<file path="config.mk">
export PLATFORM = sky130hd
export DESIGN_NAME = tspwm_encoder
export DESIGN_NICKNAME = d
export VERILOG_FILES = /design/src/rtl/tspwm_pkg.sv /design/src/rtl/tspwm_slot_timer.sv /design/src/rtl/tspwm_word_latch.sv /design/src/rtl/tspwm_pulse_gen.sv /design/src/rtl/tspwm_encoder.sv
export SDC_FILE = /design/constraint.sdc
export NUM_CORES = 1
export LEC_CHECK = 0
export BUFFER_PORTS_ARGS = -buffer_cell sky130_fd_sc_hd__buf_2
export CORE_MARGIN = 2
export CORE_UTILIZATION = 28
export DETAILED_ROUTE_END_ITERATION = 10
export PLACE_DENSITY_LB_ADDON = 0.25
export RECOVER_POWER = 25
export SLEW_MARGIN = 20
export SYNTH_ARGS = -nofsm -noshare
export SYNTH_HDL_FRONTEND = slang
export SYNTH_SLANG_ARGS = --single-unit
</file>
<file path="constraint.sdc">
create_clock -name clk -period 2.87 [get_ports clk]
set_clock_uncertainty 0.2 [all_clocks]
set_input_delay 0.4305 -clock clk [delete_from_list [all_inputs] [get_ports clk]]
set_output_delay 0.4305 -clock clk [all_outputs]
set_load 0.01 [all_outputs]
</file>
<file path="src/rtl/tspwm_pkg.sv">
package tspwm_pkg;

   // Behaviour for a word period in which no new word was strobed
   typedef enum logic {
      MISS_SILENT = 1'b0,
      MISS_REPEAT = 1'b1
   } miss_mode_e;

   localparam int unsigned MIN_WORD_W = 2;
   localparam int unsigned MAX_WORD_W = 12;

endpackage

</file>
<file path="src/rtl/tspwm_slot_timer.sv">
module tspwm_slot_timer #(
   parameter int unsigned CNT_W = 5
) (
   input  logic             clk,
   input  logic             rst,
   output logic [CNT_W-1:0] slot,
   output logic             last_slot
);

   localparam logic [CNT_W-1:0] SLOT_MAX = {CNT_W{1'b1}};

   logic [CNT_W-1:0] slot_q;

   always_ff @(posedge clk) begin
      if (rst) begin
         slot_q <= '0;
      end else if (slot_q == SLOT_MAX) begin
         slot_q <= '0;
      end else begin
         slot_q <= slot_q + 1'b1;
      end
   end

   assign slot      = slot_q;
   assign last_slot = (slot_q == SLOT_MAX);

   // counter begins at slot 0 right after reset
   a_r1_start_zero: assert property (@(posedge clk) disable iff (rst)
      $past(rst) |-> (slot_q == '0));

   // the period wraps after the final slot
   a_r2_wrap: assert property (@(posedge clk) disable iff (rst)
      (slot_q == SLOT_MAX) |=> (slot_q == '0));

   // slots advance one per clock inside a period
   a_r2_step: assert property (@(posedge clk) disable iff (rst)
      (slot_q != SLOT_MAX) |=> (slot_q == $past(slot_q) + 1'b1));

endmodule

</file>
<file path="src/rtl/tspwm_word_latch.sv">
module tspwm_word_latch
   import tspwm_pkg::*;
#(
   parameter int unsigned WORD_W    = 6,
   parameter miss_mode_e  MISS_MODE = MISS_SILENT
) (
   input  logic              clk,
   input  logic              rst,
   input  logic              boundary,
   input  logic              word_valid,
   input  logic [WORD_W-1:0] word_in,
   output logic [WORD_W-1:0] act_word
);

   logic [WORD_W-1:0] pend_q;
   logic              pend_v_q;
   logic [WORD_W-1:0] act_q;
   logic [WORD_W-1:0] miss_word;

   generate
      if (MISS_MODE == MISS_REPEAT) begin : g_repeat
         assign miss_word = act_q;
      end else begin : g_silent
         assign miss_word = '0;
      end
   endgenerate

   always_ff @(posedge clk) begin
      if (rst) begin
         pend_q   <= '0;
         pend_v_q <= 1'b0;
         act_q    <= '0;
      end else if (boundary) begin
         // a strobe on the final slot is the newest word and wins
         if (word_valid) begin
            act_q <= word_in;
         end else if (pend_v_q) begin
            act_q <= pend_q;
         end else begin
            act_q <= miss_word;
         end
         pend_v_q <= 1'b0;
      end else if (word_valid) begin
         pend_q   <= word_in;
         pend_v_q <= 1'b1;
      end
   end

   assign act_word = act_q;

   // the active word never changes inside a period
   a_r2_hold_active: assert property (@(posedge clk) disable iff (rst)
      !boundary |=> $stable(act_q));

   // a strobe on the final slot is the next active word
   a_r8_final_slot: assert property (@(posedge clk) disable iff (rst)
      (boundary && word_valid) |=> (act_q == $past(word_in)));

endmodule

</file>
<file path="src/rtl/tspwm_pulse_gen.sv">
module tspwm_pulse_gen #(
   parameter int unsigned WORD_W = 6
) (
   input  logic              clk,
   input  logic              rst,
   input  logic [WORD_W-2:0] slot,
   input  logic              boundary,
   input  logic [WORD_W-1:0] act_word,
   output logic              p_out,
   output logic              n_out
);

   localparam int unsigned       SLOTS    = 1 << (WORD_W - 1);
   localparam logic [WORD_W:0]   LAST_END = (WORD_W+1)'(SLOTS - 1);
   localparam logic [WORD_W-1:0] MOST_NEG = {1'b1, {(WORD_W-1){1'b0}}};

   logic              sgn;
   logic              is_pos;
   logic [WORD_W-1:0] mag;
   logic [WORD_W:0]   slot_x;
   logic [WORD_W:0]   p_start;
   logic [WORD_W:0]   p_stop_raw;
   logic [WORD_W:0]   p_stop;
   logic              tail_n_q;

   always_comb begin
      sgn        = act_word[WORD_W-1];
      is_pos     = !sgn && (act_word != '0);
      mag        = sgn ? (~act_word + 1'b1) : act_word;
      slot_x     = {2'b00, slot};
      // guard: N was high at the end of last period, so P waits one slot
      p_start    = (is_pos && tail_n_q) ? (WORD_W+1)'(1) : '0;
      p_stop_raw = {1'b0, mag} + p_start;
      p_stop     = (p_stop_raw > LAST_END) ? LAST_END : p_stop_raw;
      p_out      = is_pos && (slot_x >= p_start) && (slot_x < p_stop);
      n_out      = sgn && (slot_x < {1'b0, mag});
   end

   always_ff @(posedge clk) begin
      if (rst) begin
         tail_n_q <= 1'b0;
      end else if (boundary) begin
         tail_n_q <= n_out;
      end
   end

   // the two streams are exclusive
   a_r6_exclusive: assert property (@(posedge clk) disable iff (rst)
      !(p_out && n_out));

   // a zero word keeps the stage idle
   a_r5_zero_idle: assert property (@(posedge clk) disable iff (rst)
      (act_word == '0) |-> (!p_out && !n_out));

   // the most negative word fills every slot on N
   a_r4_full_n: assert property (@(posedge clk) disable iff (rst)
      (act_word == MOST_NEG) |-> n_out);

   // unguarded positive pulses start on slot 0
   a_r3_start_slot0: assert property (@(posedge clk) disable iff (rst)
      (slot == '0 && is_pos && !tail_n_q) |-> p_out);

   // P is never high in the final slot of a period
   a_r7_no_p_last: assert property (@(posedge clk) disable iff (rst)
      boundary |-> !p_out);

endmodule

</file>
<file path="src/rtl/tspwm_encoder.sv">
module tspwm_encoder
   import tspwm_pkg::*;
#(
   parameter int unsigned WORD_W    = 6,
   parameter miss_mode_e  MISS_MODE = MISS_SILENT
) (
   input  logic              clk,
   input  logic              rst,
   input  logic              word_valid,
   input  logic [WORD_W-1:0] word_in,
   output logic              pwm_p,
   output logic              pwm_n
);

   localparam int unsigned CNT_W = WORD_W - 1;

   generate
      if (WORD_W < MIN_WORD_W || WORD_W > MAX_WORD_W) begin : g_bad_width
         $error("tspwm_encoder: WORD_W outside supported range");
      end
   endgenerate

   logic [CNT_W-1:0]  slot;
   logic              last_slot;
   logic [WORD_W-1:0] act_word;
   logic              p_int;
   logic              n_int;

   tspwm_slot_timer #(
      .CNT_W (CNT_W)
   ) timer_i (
      .clk       (clk),
      .rst       (rst),
      .slot      (slot),
      .last_slot (last_slot)
   );

   tspwm_word_latch #(
      .WORD_W    (WORD_W),
      .MISS_MODE (MISS_MODE)
   ) latch_i (
      .clk        (clk),
      .rst        (rst),
      .boundary   (last_slot),
      .word_valid (word_valid),
      .word_in    (word_in),
      .act_word   (act_word)
   );

   tspwm_pulse_gen #(
      .WORD_W (WORD_W)
   ) pulse_i (
      .clk      (clk),
      .rst      (rst),
      .slot     (slot),
      .boundary (last_slot),
      .act_word (act_word),
      .p_out    (p_int),
      .n_out    (n_int)
   );

   assign pwm_p = p_int;
   assign pwm_n = n_int;

   // the outputs never switch across the same edge
   a_r6_no_dual_toggle: assert property (@(posedge clk) disable iff (rst)
      !((pwm_p != $past(pwm_p)) && (pwm_n != $past(pwm_n))));

endmodule

</file>
* Word-level counts from Yosys, hierarchy flattened *
Cells that the tools add are included.

word-level totals
  register bits after elaboration = 19
  word-level logic and storage cells = 29

cells by class
  $add $sub $neg = 3
  $lt $le $gt $ge = 4
  equal/unequal tests = 1
  mux-type cells = 5
  bitwise operators = 2
  reduce and logical (&&, ||, !) cells = 9

operator list
  cell                                                                   count
  6-bit 2-to-1 mux                                                       3
  6-bit by 7-bit adder with 7-bit output                                 1
  5-bit by 7-bit greater-or-equal comparator with 1-bit output           1
  7-bit by 5-bit > comparator with 1-bit output (second input constant)  1
  5-bit by 7-bit < comparator with 1-bit output                          1
  7-bit 2-to-1 mux                                                       1
  6-bit by 1-bit adder with 6-bit output (second input constant)         1
  5-bit by 6-bit < comparator with 1-bit output                          1
  6-bit NOT                                                              1
  6-bit nonzero test                                                     1
  5-bit by 1-bit adder with 5-bit output (second input constant)         1
  5-bit equality test (second input constant)                            1
  1-bit logical AND                                                      5
  2-bit AND reduction                                                    1
  2-bit OR reduction                                                     1
  1-bit zero test                                                        1
  1-bit 2-to-1 mux                                                       1
  1-bit NOT                                                              1

* Longest topological paths before layout *
Gate-level depths: netlist of the first run.

  depth in word-level cells = 9
  mapped depth = 14

* Cells and area by module *
A second synthesis of the first run with hierarchy kept.

unflattened totals
  cells, all modules = 134
  area total of the unflattened synthesis = 1287.5 um^2

modules (own cells, without submodules)
  module            times used  cells each  area an instance (um^2)  sequential area each (um^2)
  tspwm_pulse_gen   1           66          566.8                    20.0
  tspwm_word_latch  1           51          516.7                    260.2
  tspwm_slot_timer  1           17          203.9                    100.1

* Worst setup path after synthesis of the first run *
Ideal clock, no wire load.

  kind = register to output
  start = reg latch_i.act_q[0] (netlist: latch_i.act_word[0])
  end = out pwm_p
  arrival time = 2.507 ns
  setup slack = -0.267 ns
  cell stages (with the launch flop) = 15
  cells stage by stage = dfxtp_1 inv_1 ha_1 a21oi_1 and2_1 ha_1 nand2b_1 nor3_1 xnor2_1 nor2_1 ha_1 a21oi_1 nand3_1 a311o_1 nand2_1

between the ends
  longest elaborated chain between the ends = 9
  elaborated cells between the ends (all ways) = 14
  those cells by class = add/sub: 2; order compare: 3; mux: 3; bitwise: 1; reduce/logical: 5

ends and longest elaborated chain
  element                                                                         line                    RTL
  from (decl)                                                                     tspwm_word_latch.sv:17  logic [WORD_W-1:0] act_q;
  from (signal assigned)                                                          tspwm_word_latch.sv:36  act_q <= word_in;
  from (signal assigned)                                                          tspwm_word_latch.sv:38  act_q <= pend_q;
  from (signal assigned)                                                          tspwm_word_latch.sv:40  act_q <= miss_word;
  branches (longest 8 deep; another with 6-bit by 7-bit adder with 7-bit output)  n/a
  1-bit logical AND (*)                                                           tspwm_pulse_gen.sv:35   p_out = is_pos && (slot_x >= p_start) && (slot_x < p_stop);
  to (decl)                                                                       tspwm_encoder.sv:11     output logic pwm_p,

Every way passes the cells marked *.

* Final worst setup path of the first run *
Same ends and word-level chain as after synthesis.

==> results of run 1 <==
[final cells by class]
type	instances	area [um2]
fill	439	2601
multi-input combinational	120	988.4
sequential	19	382.9
timing repair buffer	37	255.2
tap	52	65.06
clock buffer	3	41.29
inverter	4	15.01
clock inverter	1	5.005
[report_power, final]
part           internal [mW]  switching, mW  total, mW
combinational         0.0236         0.0273     0.0509
clock                 0.0962         0.0839      0.180
sequential             0.273        0.00993      0.283
[kinds of logic (layout without fill, tap and decap cells)]
| group | count (synthesis) | in the layout |
|---|---|---|
| AO/OA/AOI/OAI | 26 | 26 |
| AND/OR/NAND/NOR | 64 | 64 |
| multiplexers | 7 | 7 |
| adder cells (fa/ha/maj) | 14 | 14 |
| flip-flops | 19 | 19 |
| XOR/XNOR | 9 | 9 |
| buffers and inverters | 12 | 45 |
[state kept, by name, indices dropped and copies added (netlist names)]
signal and flops:
latch_i.act_word 6, latch_i.pend_v_q 1, pulse_i.tail_n_q 1, latch_i.pend_q 6
timer_i.slot 5
[per-stage QoR]
stage	utilization, %	power, mW
2_1_floorplan	-	0.3232
3_3_place_gp	34.60	0.3357
3_5_place_dp	34.60	0.3389
4_1_cts	37.93	0.5198
5_1_grt	40.26	0.5432
6_report	40.26	0.5142
[cell usage after synthesis]
cell | number | area share (%)
a31o_2 | 1 | 0.69
or3b_4 | 1 | 0.89
and4bb_1 | 1 | 0.99
a311oi_1 | 1 | 0.69
inv_1 | 4 | 1.2
a21oi_1 | 5 | 2.0
and2b_1 | 1 | 0.59
o21ai_0 | 6 | 2.4
buf_6 | 1 | 0.89
nand2_1 | 21 | 6.2
nor2b_1 | 3 | 1.5
o31ai_2 | 1 | 0.99
buf_4 | 1 | 0.59
nor4_1 | 1 | 0.49
o211ai_1 | 6 | 3.6
nand3_1 | 2 | 0.79
a211oi_4 | 1 | 1.6
o21ai_1 | 1 | 0.40
nand3b_1 | 1 | 0.59
ha_1 | 14 | 14
o22ai_1 | 1 | 0.49
nor2_1 | 18 | 5.3
nand2_2 | 1 | 0.49
nand4bb_2 | 1 | 1.3
a311o_1 | 1 | 0.79
and2_1 | 3 | 1.5
xor2_1 | 5 | 3.5
mux2i_1 | 7 | 5.5
nand4_1 | 1 | 0.49
nor3_1 | 5 | 2.0
and3_1 | 1 | 0.49
nand2b_1 | 3 | 1.5
xnor2_1 | 4 | 2.8
o21a_1 | 1 | 0.59
a21o_1 | 1 | 0.59
clkbuf_1 | 6 | 1.8
dfxtp_1 | 19 | 30
[metal layers]
layer / part of all wire [%] / vias up
li1: - / 586
met1: 48 / 515
met2: 49 / 17
met3: 2.0 / 6
met4: 1.3 / 0
met5: 0 / -
[final timing paths]
check / start / to / slack, ns / cells after the start
worst max register to register: latch_i.act_word[0] / pulse_i.tail_n_q / 0.02 / 14
worst min-delay path: word_in[5] / latch_i.pend_q[5] / 0.23 / 3
worst max-delay path: latch_i.act_word[0] / pwm_p / -0.55 / 15
worst min register to register: latch_i.pend_q[4] / latch_i.pend_q[4] / 0.29 / 2
[worst register-to-register path, cell delays in order (launching register included)]
cell	delay (ns)
dfxtp_2	0.33
inv_2	0.07
ha_4	0.16
or3b_4	0.40
a211oi_4	0.25
buf_4	0.16
buf_4	0.11
ha_4	0.19
a21oi_2	0.12
o21ai_2	0.08
buf_4	0.13
buf_4	0.12
buf_4	0.12
buf_4	0.12
a311oi_2	0.21
[repair_timing]
| item | 4_1_cts | 5_1_grt |
|---|---|---|
| pin swaps | 5 | 14 |
| endpoints found under the setup margin | 2 | 3 |
| setup buffers | 6 | 3 |
| gates resized for setup | 10 | 14 |
==> metrics.md, run 1 <==
| Metric | Value |
|---|---|
| Status | complete, but fails checks |
| Failing checks | setup timing |
| Synth Area in Compound Gates | 14.74% |
| Most frequent cells in the layout | 26 x buf_4, 20 x nand2_1, 17 x dfxtp_1 |
| Fraction of layout instances using a drive strength above 1 | 38.59% |
| Post-Synth XOR/XNOR Area | 6.231% |
| Largest net degree at the start of global routing | 19 |
| Cts bufs inserted | 3 |
| Sequential share of the synthesized area | 30.07% |
| Setup ws final | -0.5528 ns |
| Worst skew pair latency | 0.25 ns |
| Met3 GRT Util | 1.266% |
| Final worst path period share | 119.3% |
| Starting Density | 29.05% |
| PD cells | 293.3 mW/mm2 |
| Root Driver | clkbuf_8 |
| Total Routed Length | 2952 um |
| DP Worst Slack | -0.3105 ns |
| Area delta synth->final | 38.58% |
| Main combinational cell family by area after synthesis | simple AND/OR/NAND/NOR gates |
| Placer Congestion | 0.9123 |
| Cell Area, Placed | 0.001506 mm2 |
| H-tree depth | 1 |
| Commonest non-fill, non-tap cell in the layout | buf_4 |
| Die Footprint | 0.005072 mm2 |
| Unrepaired setup endpoints after global routing | yes |
| Setup Viol. Count Final | 2 |
| Leak | 0.7539 nW |
| I/O Pins | 11 |
| Port Buffers | 10 |
| Clock sinks | 19 |
| Post-Layout Cell Count | 236 |
| Fin nets | 208 |
| Antenna violations before repair | 0 |
| GRT Max-Usage Layer | met2 |
| Mean Syn Cell Area | 8.377 um2 |
| Vias in the first global route | 1,165 |
| CTS tree | yes |
| Hold_ws | 0.2321 ns |
| Cell variety after synth | 37 |
| Worst slew pin tran | 0.6831 ns |
| F_max | 0.2922 GHz |
| Crit-path cells | inv_2 -> ha_4 -> a21oi_4 -> and2_4 -> ha_4 -> nand2b_4 -> nor3_2 -> xnor2_2 -> nor2_4 -> ha_4 -> a21oi_2 -> nand3_2 -> a311o_1 -> nand2_2 -> buf_6 |
| CP top delay family | simple AND/OR/NAND/NOR gates |
| Die width | 71.22 um |
| Slew margin rel. | 54.46% |
| Total track usage | 12.39% |
| Mapped Cells | 151 |
| Total of max-cap violations | 0 |
| GR met1 Demand/Resource | 16.32% |
| Met2 Resource Use GR | 21.60% |
| Hold WC Path Type | input port to flop |
| Global route total overflow | 0 |
| Post-Synth Adder-Cell Area | 13.85% |
| VDD IR-drop max | 0.0002120 V |
| Syn nets | 174 |
| Final ANT Viol Nets | 0 |
| Global-route wire length before repair | 5126 um |
| CP required | 2.24 ns |
| Wire per inst | 12.51 um |
| Floorplan Core Area | 0.004354 mm2 |
| Simple-gate area share of the yosys netlist | 25.12% |
| Drt first pass iters | 4 |
| Final Cell Area | 0.001753 mm2 |
| CP max FO | 4 |
| CTS Buffer Depth | 2 |
| Via density | 4.763 |
| Syn. warnings | 0 |
| Hold buffers post-CTS | 0 |
| Slowest cell delay on critical path | 0.34 ns |
| Arrival time at the worst endpoint | 2.79 ns |
| Crit path time final | 3.423 ns |
| Die H | 71.22 um |
| Final Max Tran Viols | 0 |
| Yosys reg bits | 19 |
| Hpwl dp | 2218 um |
| Startpoint types | flop |
| Cell Area, Synth | 0.001265 mm2 |
| Worst path slowest cell | dfxtp_2 |
| Cell mode on critical path | ha_4 |
| Antenna cells | 0 |
| Cells after DPL | 223 |
| Clock slew at reported path FFs | 0.07 ns |
| Critical path class | flop to output pin |
| Via count | 1,124 |
| DRC viols | 0 |
| Crit. End Element | output pin |
| Hold Violations, Final | 0 |
| Final setup TNS | -0.6225 ns |
| # rows | 24 |
| CP bufs+invs | 2 |
| Initial drt markers | 15 |
| Multiplexer share of the synthesized area | 5.539% |
Note: power is estimated with default switching activity, not from simulation.
==> run 2: changes to the inputs <==
Settings changed: PLACE_DENSITY set to 0.45, PLACE_DENSITY_LB_ADDON 0.25 to not set.
==> metrics.md, run 2 (synthesis results as in run 1) <==
| Metric | Value |
|---|---|
| Placer Congestion | 0.7893 (was 0.9123) |
| Cells after DPL | 231 (was 223) |
| Worst r2r path cells | 10 (was 14) |
| Total Routed Length | 2825 um (was 2952 um) |
| Total of max-cap violations | 0 (unchanged) |
| Arrival time at the worst endpoint | 2.73 ns (was 2.79 ns) |
| Final Cell Area | 0.001698 mm2 (was 0.001753 mm2) |
| Crit-path cells | inv_2 -> ha_4 -> or3b_4 -> a211oi_4 -> buf_4 -> xnor2_1 -> nor2_1 -> ha_1 -> a21oi_2 -> nand3_1 -> a311o_1 -> nand2_2 -> buf_2 (was inv_2 -> ha_4 -> a21oi_4 -> and2_4 -> ha_4 -> nand2b_4 -> nor3_2 -> xnor2_2 -> nor2_4 -> ha_4 -> a21oi_2 -> nand3_2 -> a311o_1 -> nand2_2 -> buf_6) |
| Most frequent cells in the layout | 28 x buf_4, 20 x nand2_1, 17 x nor2_1, 17 x dfxtp_1, 12 x ha_1 (was 26 x buf_4, 20 x nand2_1, 17 x dfxtp_1) |
| Setup ws final | -0.4918 ns (was -0.5528 ns) |
| Hold Violations, Final | 0 (unchanged) |
| F_max | 0.2975 GHz (was 0.2922 GHz) |
| Via count | 1,125 (was 1,124) |
| Crit path time final | 3.362 ns (was 3.423 ns) |
| Clock sinks | 19 (unchanged) |
| Hpwl dp | 2219 um (was 2218 um) |
| PD cells | 302.8 mW/mm2 (was 293.3 mW/mm2) |
| Worst skew pair latency | 0.25 ns (about the same) |
| I/O Pins | 11 (unchanged) |
| Crit. End Element | output pin (unchanged) |
| Cell Area, Placed | 0.001567 mm2 (was 0.001506 mm2) |
| DRC viols | 0 (unchanged) |
| Fraction of layout instances using a drive strength above 1 | 34.95% (was 38.59%) |
| Worst slew pin tran | 0.6742 ns (was 0.6831 ns) |
| Unrepaired setup endpoints after global routing | yes (unchanged) |
| Reg2reg start | latch_i.act_word[1] (was latch_i.act_word[0]) |
| Clock slew at reported path FFs | 0.07 ns (about the same) |
| Area delta synth->final | 34.22% (was 38.58%) |
| Startpoint types | flop (unchanged) |
| Status | complete, but fails checks (unchanged) |
| Port Buffers | 10 (unchanged) |
| Hold_ws | 0.2423 ns (was 0.2321 ns) |
| Critical path class | flop to output pin (unchanged) |
| Leak | 0.7423 nW (was 0.7539 nW) |
| Post-Layout Cell Count | 238 (was 236) |
| Seq. cell area | 382.9 um2 (unchanged) |
| Hold WC Path Type | input port to flop (unchanged) |
| Fin nets | 210 (was 208) |
| Root Driver | clkbuf_8 (unchanged) |
| Largest net degree at the start of global routing | 19 (unchanged) |
| Final core occ | 38.99% (was 40.26%) |
| # fillers | 448 (was 439) |
| Total Power | 0.5140 mW (was 0.5142 mW) |
| Final Max Tran Viols | 0 (unchanged) |
| Antenna cells | 0 (unchanged) |
| Hold path start | word_in[0] (was word_in[5]) |
| DP Worst Slack | -0.3224 ns (was -0.3105 ns) |
| CP required | 2.24 ns (about the same) |
| Global-route wire length before repair | 5181 um (was 5126 um) |
| CTS Buffer Depth | 2 (unchanged) |
| Worst path slowest cell | or3b_4 (was dfxtp_2) |
| CP top delay family | compound AO/OA/AOI/OAI gates (was simple AND/OR/NAND/NOR gates) |
| Slowest cell delay on critical path | 0.38 ns (was 0.34 ns) |
| Multi-input gate area | 925.9 um2 (was 988.4 um2) |
| Setup Viol. Count Final | 1 (was 2) |
| # rows | 24 (unchanged) |
| Drt first pass iters | 4 (unchanged) |
| Initial drt markers | 19 (was 15) |
| Cts bufs inserted | 3 (unchanged) |
| Antenna violations before repair | 0 (unchanged) |
| H-tree depth | 1 (unchanged) |
| Failing checks | setup timing (unchanged) |
| Final ANT Viol Nets | 0 (unchanged) |
| Global route total overflow | 0 (unchanged) |
| Via density | 4.727 (was 4.763) |
| Hold Path Depth | 3 (unchanged) |
| CP max FO | 3 (was 4) |
| Slew margin rel. | 54.96% (was 54.46%) |
| Die width | 71.22 um (unchanged) |
| Die Footprint | 0.005072 mm2 (unchanged) |
| Floorplan Core Area | 0.004354 mm2 (unchanged) |
| Final worst path period share | 117.1% (was 119.3%) |
| Hold path endpoint | latch_i.pend_q[0] (was latch_i.pend_q[5]) |
| VDD IR-drop max | 0.0002320 V (was 0.0002120 V) |
| Worst r2r dst | pulse_i.tail_n_q (unchanged) |
| Commonest non-fill, non-tap cell in the layout | buf_4 (unchanged) |
| CP bufs+invs | 3 (was 2) |
| Vias in the first global route | 1,176 (was 1,165) |
| Total track usage | 12.31% (was 12.39%) |
| CTS tree | yes (unchanged) |
| Final setup TNS | -0.4918 ns (was -0.6225 ns) |
| Wire per inst | 11.87 um (was 12.51 um) |
| Starting Density | 29.05% (unchanged) |
| Die H | 71.22 um (unchanged) |
| Reg-to-reg slack, setup | 0.44 ns (was 0.02 ns) |
run 2: timing repair:
item	4_1_cts	5_1_grt
buffers inserted	2	1
resized for setup	7	6
pin swaps	3	3
hold buffers	0	0
setup endpoints to repair	2	2
run 2: layout make-up:
| cell class | count | share of cell area [%] |
|---|---|---|
| well taps | 52 | 3.832 |
| repair buffers | 39 | 15.55 |
| clock buffers | 4 | 2.653 |
| inverters | 4 | 0.8843 |
| flip-flops and latches | 19 | 22.55 |
| multi-input cells | 120 | 54.53 |
run 2: where the power goes:
group | switching [mW] | internal [mW]
sequential | 0.00985 | 0.273
combinational | 0.0276 | 0.0242
clock | 0.0808 | 0.0983
total | 0.118 | 0.396
run 2: worst max path at each step:
| stage | start | endpoint | cells past startpoint |
|---|---|---|---|
| 6_report | latch_i.act_word[1] | pwm_p | 13 |
| 5_1_grt | latch_i.act_word[0] | pwm_p | 15 |
| 4_1_cts | latch_i.act_word[1] | pwm_p | 13 |
| 3_5_place_dp | latch_i.act_word[1] | pwm_p | 13 |
| 3_3_place_gp | latch_i.act_word[1] | pwm_p | 13 |
| 2_1_floorplan | latch_i.act_word[1] | pwm_p | 12 |
run 2: per-layer routing:
metal	GRT usage (%)	up-vias	share of wire, %
met3	0.8439	2	1.8
met1	16.24	519	50
met2	21.50	12	48
met4	3.774	0	0.78
met5	0	-	0
li1	-	592	-
run 2: worst register-to-register path, stage by stage (launching register included):
cell and delay, ns:
dfxtp_2 0.32, inv_2 0.07, ha_4 0.14, or3b_4 0.38
a211oi_4 0.24, buf_4 0.17, ha_4 0.20, a21oi_2 0.16
o21ai_2 0.08, buf_4 0.13, a311oi_1 0.26
==> run 3: changes to the inputs <==
Settings changed: BUFFER_PORTS_ARGS -buffer_cell sky130_fd_sc_hd__buf_2 to -buffer_cell sky130_fd_sc_hd__clkbuf_2.
==> metrics.md, run 3 (synthesis results as in run 1) <==
| Metric | Value |
|---|---|
| Clock sinks | 19 (unchanged) |
| H-tree depth | 1 (unchanged) |
| Setup ws final | -0.5370 ns (was -0.4918 ns) |
| Area delta synth->final | 39.17% (was 34.22%) |
| Vias in the first global route | 1,195 (was 1,176) |
| Hold WC Path Type | input port to flop (unchanged) |
| Global route total overflow | 0 (unchanged) |
| CP max FO | 3 (unchanged) |
| Leak | 0.7655 nW (was 0.7423 nW) |
| # rows | 24 (unchanged) |
| Starting Density | 29.05% (unchanged) |
| Arrival time at the worst endpoint | 2.78 ns (was 2.73 ns) |
| Unrepaired setup endpoints after global routing | yes (unchanged) |
| Placer Congestion | 0.7903 (was 0.7893) |
| Hpwl dp | 2276 um (was 2219 um) |
| Hold_ws | 0.2294 ns (was 0.2423 ns) |
| Startpoint types | flop (unchanged) |
| CP required | 2.24 ns (about the same) |
| Multi-input gate area | 947.2 um2 (was 925.9 um2) |
| Seq. cell area | 382.9 um2 (unchanged) |
| Largest net degree at the start of global routing | 19 (unchanged) |
| Antenna cells | 0 (unchanged) |
| Wire per inst | 12.13 um (was 11.87 um) |
| Cts bufs inserted | 3 (unchanged) |
| Final Max Tran Viols | 0 (unchanged) |
| Post-Layout Cell Count | 242 (was 238) |
| Worst slew pin tran | 0.6875 ns (was 0.6742 ns) |
| Floorplan Core Area | 0.004354 mm2 (unchanged) |
| Crit. End Element | output pin (unchanged) |
| PD cells | 294.7 mW/mm2 (was 302.8 mW/mm2) |
| Most frequent cells in the layout | 31 x buf_4, 20 x nand2_1, 17 x dfxtp_1 (was 28 x buf_4, 20 x nand2_1, 17 x nor2_1, 17 x dfxtp_1, 12 x ha_1) |
| Die width | 71.22 um (unchanged) |
| Crit path time final | 3.407 ns (was 3.362 ns) |
| Final ANT Viol Nets | 0 (unchanged) |
| Antenna violations before repair | 0 (unchanged) |
| Commonest non-fill, non-tap cell in the layout | buf_4 (unchanged) |
| Die H | 71.22 um (unchanged) |
| Slew margin rel. | 54.07% (was 54.96%) |
| Clock slew at reported path FFs | 0.07 ns (about the same) |
| Initial drt markers | 30 (was 19) |
| Hold Violations, Final | 0 (unchanged) |
| DP Worst Slack | -0.3051 ns (was -0.3224 ns) |
| F_max | 0.2935 GHz (was 0.2975 GHz) |
| VDD IR-drop max | 0.0003753 V (was 0.0002320 V) |
| Worst skew pair latency | 0.25 ns (about the same) |
| Global-route wire length before repair | 5209 um (was 5181 um) |
| Via density | 4.570 (was 4.727) |
| Port Buffers | 10 (unchanged) |
| # fillers | 444 (was 448) |
| Final worst path period share | 118.7% (was 117.1%) |
| Cells after DPL | 231 (unchanged) |
| Total Routed Length | 2935 um (was 2825 um) |
| Status | complete, but fails checks (unchanged) |
| Total of max-cap violations | 0 (unchanged) |
| Via count | 1,106 (was 1,125) |
| I/O Pins | 11 (unchanged) |
| CTS Buffer Depth | 2 (unchanged) |
| Die Footprint | 0.005072 mm2 (unchanged) |
| Failing checks | setup timing (unchanged) |
| Fin nets | 214 (was 210) |
| DRC viols | 0 (unchanged) |
| Setup Viol. Count Final | 2 (was 1) |
| Root Driver | clkbuf_8 (unchanged) |
| Hold buffers post-CTS | 0 (unchanged) |
| Total track usage | 12.36% (was 12.31%) |
| Fraction of layout instances using a drive strength above 1 | 38.42% (was 34.95%) |
| Drt first pass iters | 4 (unchanged) |
| Critical path class | flop to output pin (unchanged) |
| CTS tree | yes (unchanged) |
[run 3: cell count changes in the layout (fill, tap and decap cells not counted), moves of 2 or more]
| cell | before | now |
|---|---|---|
| buf_4 | 28 | 31 |
| a21oi_2 | 4 | 2 |
| buf_2 | 10 | 1 |
| clkbuf_2 | 0 | 8 |
| buf_6 | 0 | 2 |
| nor2_1 | 17 | 15 |
| nor2_2 | 0 | 2 |
| ha_1 | 12 | 10 |
[run 3: critical path, stage by stage (launching register included)]
cell and delay [ns]:
dfxtp_2 0.32, inv_2 0.07, ha_4 0.14, or3b_4 0.38, a211oi_4 0.28, buf_4 0.17, xnor2_1 0.17, nor2_4 0.06
ha_4 0.23, a21oi_4 0.12, nand3_2 0.10, a311o_1 0.34, nand2_2 0.07, buf_6 0.09
[run 3: power by group]
part / total (mW) / leakage (nW) / internal, mW / switching, mW
Clock: 0.185 / 0.0255 / 0.0963 / 0.0883
Sequential: 0.283 / 0.156 / 0.273 / 0.00990
Combinational: 0.0513 / 0.584 / 0.0237 / 0.0276
Total: 0.519 / 0.765 / 0.393 / 0.126
[run 3: final timing paths]
path	slack [ns]	end	from	cells past startpoint
setup reg to reg	0.22	pulse_i.tail_n_q	latch_i.act_word[0]	12
setup / recovery	-0.54	pwm_p	latch_i.act_word[0]	13
hold reg to reg	0.30	latch_i.pend_q[2]	latch_i.pend_q[2]	2
hold / removal	0.23	latch_i.pend_q[3]	word_in[3]	3
[run 3: final cells by class]
cell class	instances	area share (%)
sequential	19	21.75
inverter	4	0.8529
tap	52	3.696
multi-input combinational	120	53.80
clock inverter	1	0.2843
timing repair buffer	43	17.27
clock buffer	3	2.345
[run 3: repair_timing]
action / in CTS / in global routing
pin swaps: 9 / 12
resized for setup: 14 / 12
buffers inserted: 8 / 5
endpoints found under the setup margin: 2 / 3
[run 3: per-stage QoR]
stage	TNS (ns)	power [mW]	instance area, um2	utilization, %
finish	-0.6211	0.5188	1760	40.43
global route	-0.8411	0.5495	1760	40.43
CTS	-0.9394	0.5244	1740	39.97
detailed placement	-0.3051	0.3396	1567	35.98
global placement	-0.2882	0.3373	1567	35.98
floorplan	-0.1382	0.3232	1297	-
[run 3: routing by layer]
metal / track usage, % / share of wire, % / vias up
li1: - / - / 599
met4: 1.887 / 0.44 / 0
met1: 15.59 / 48 / 494
met2: 23.05 / 50 / 11
met5: 0 / 0 / -
met3: 1.266 / 2.2 / 2
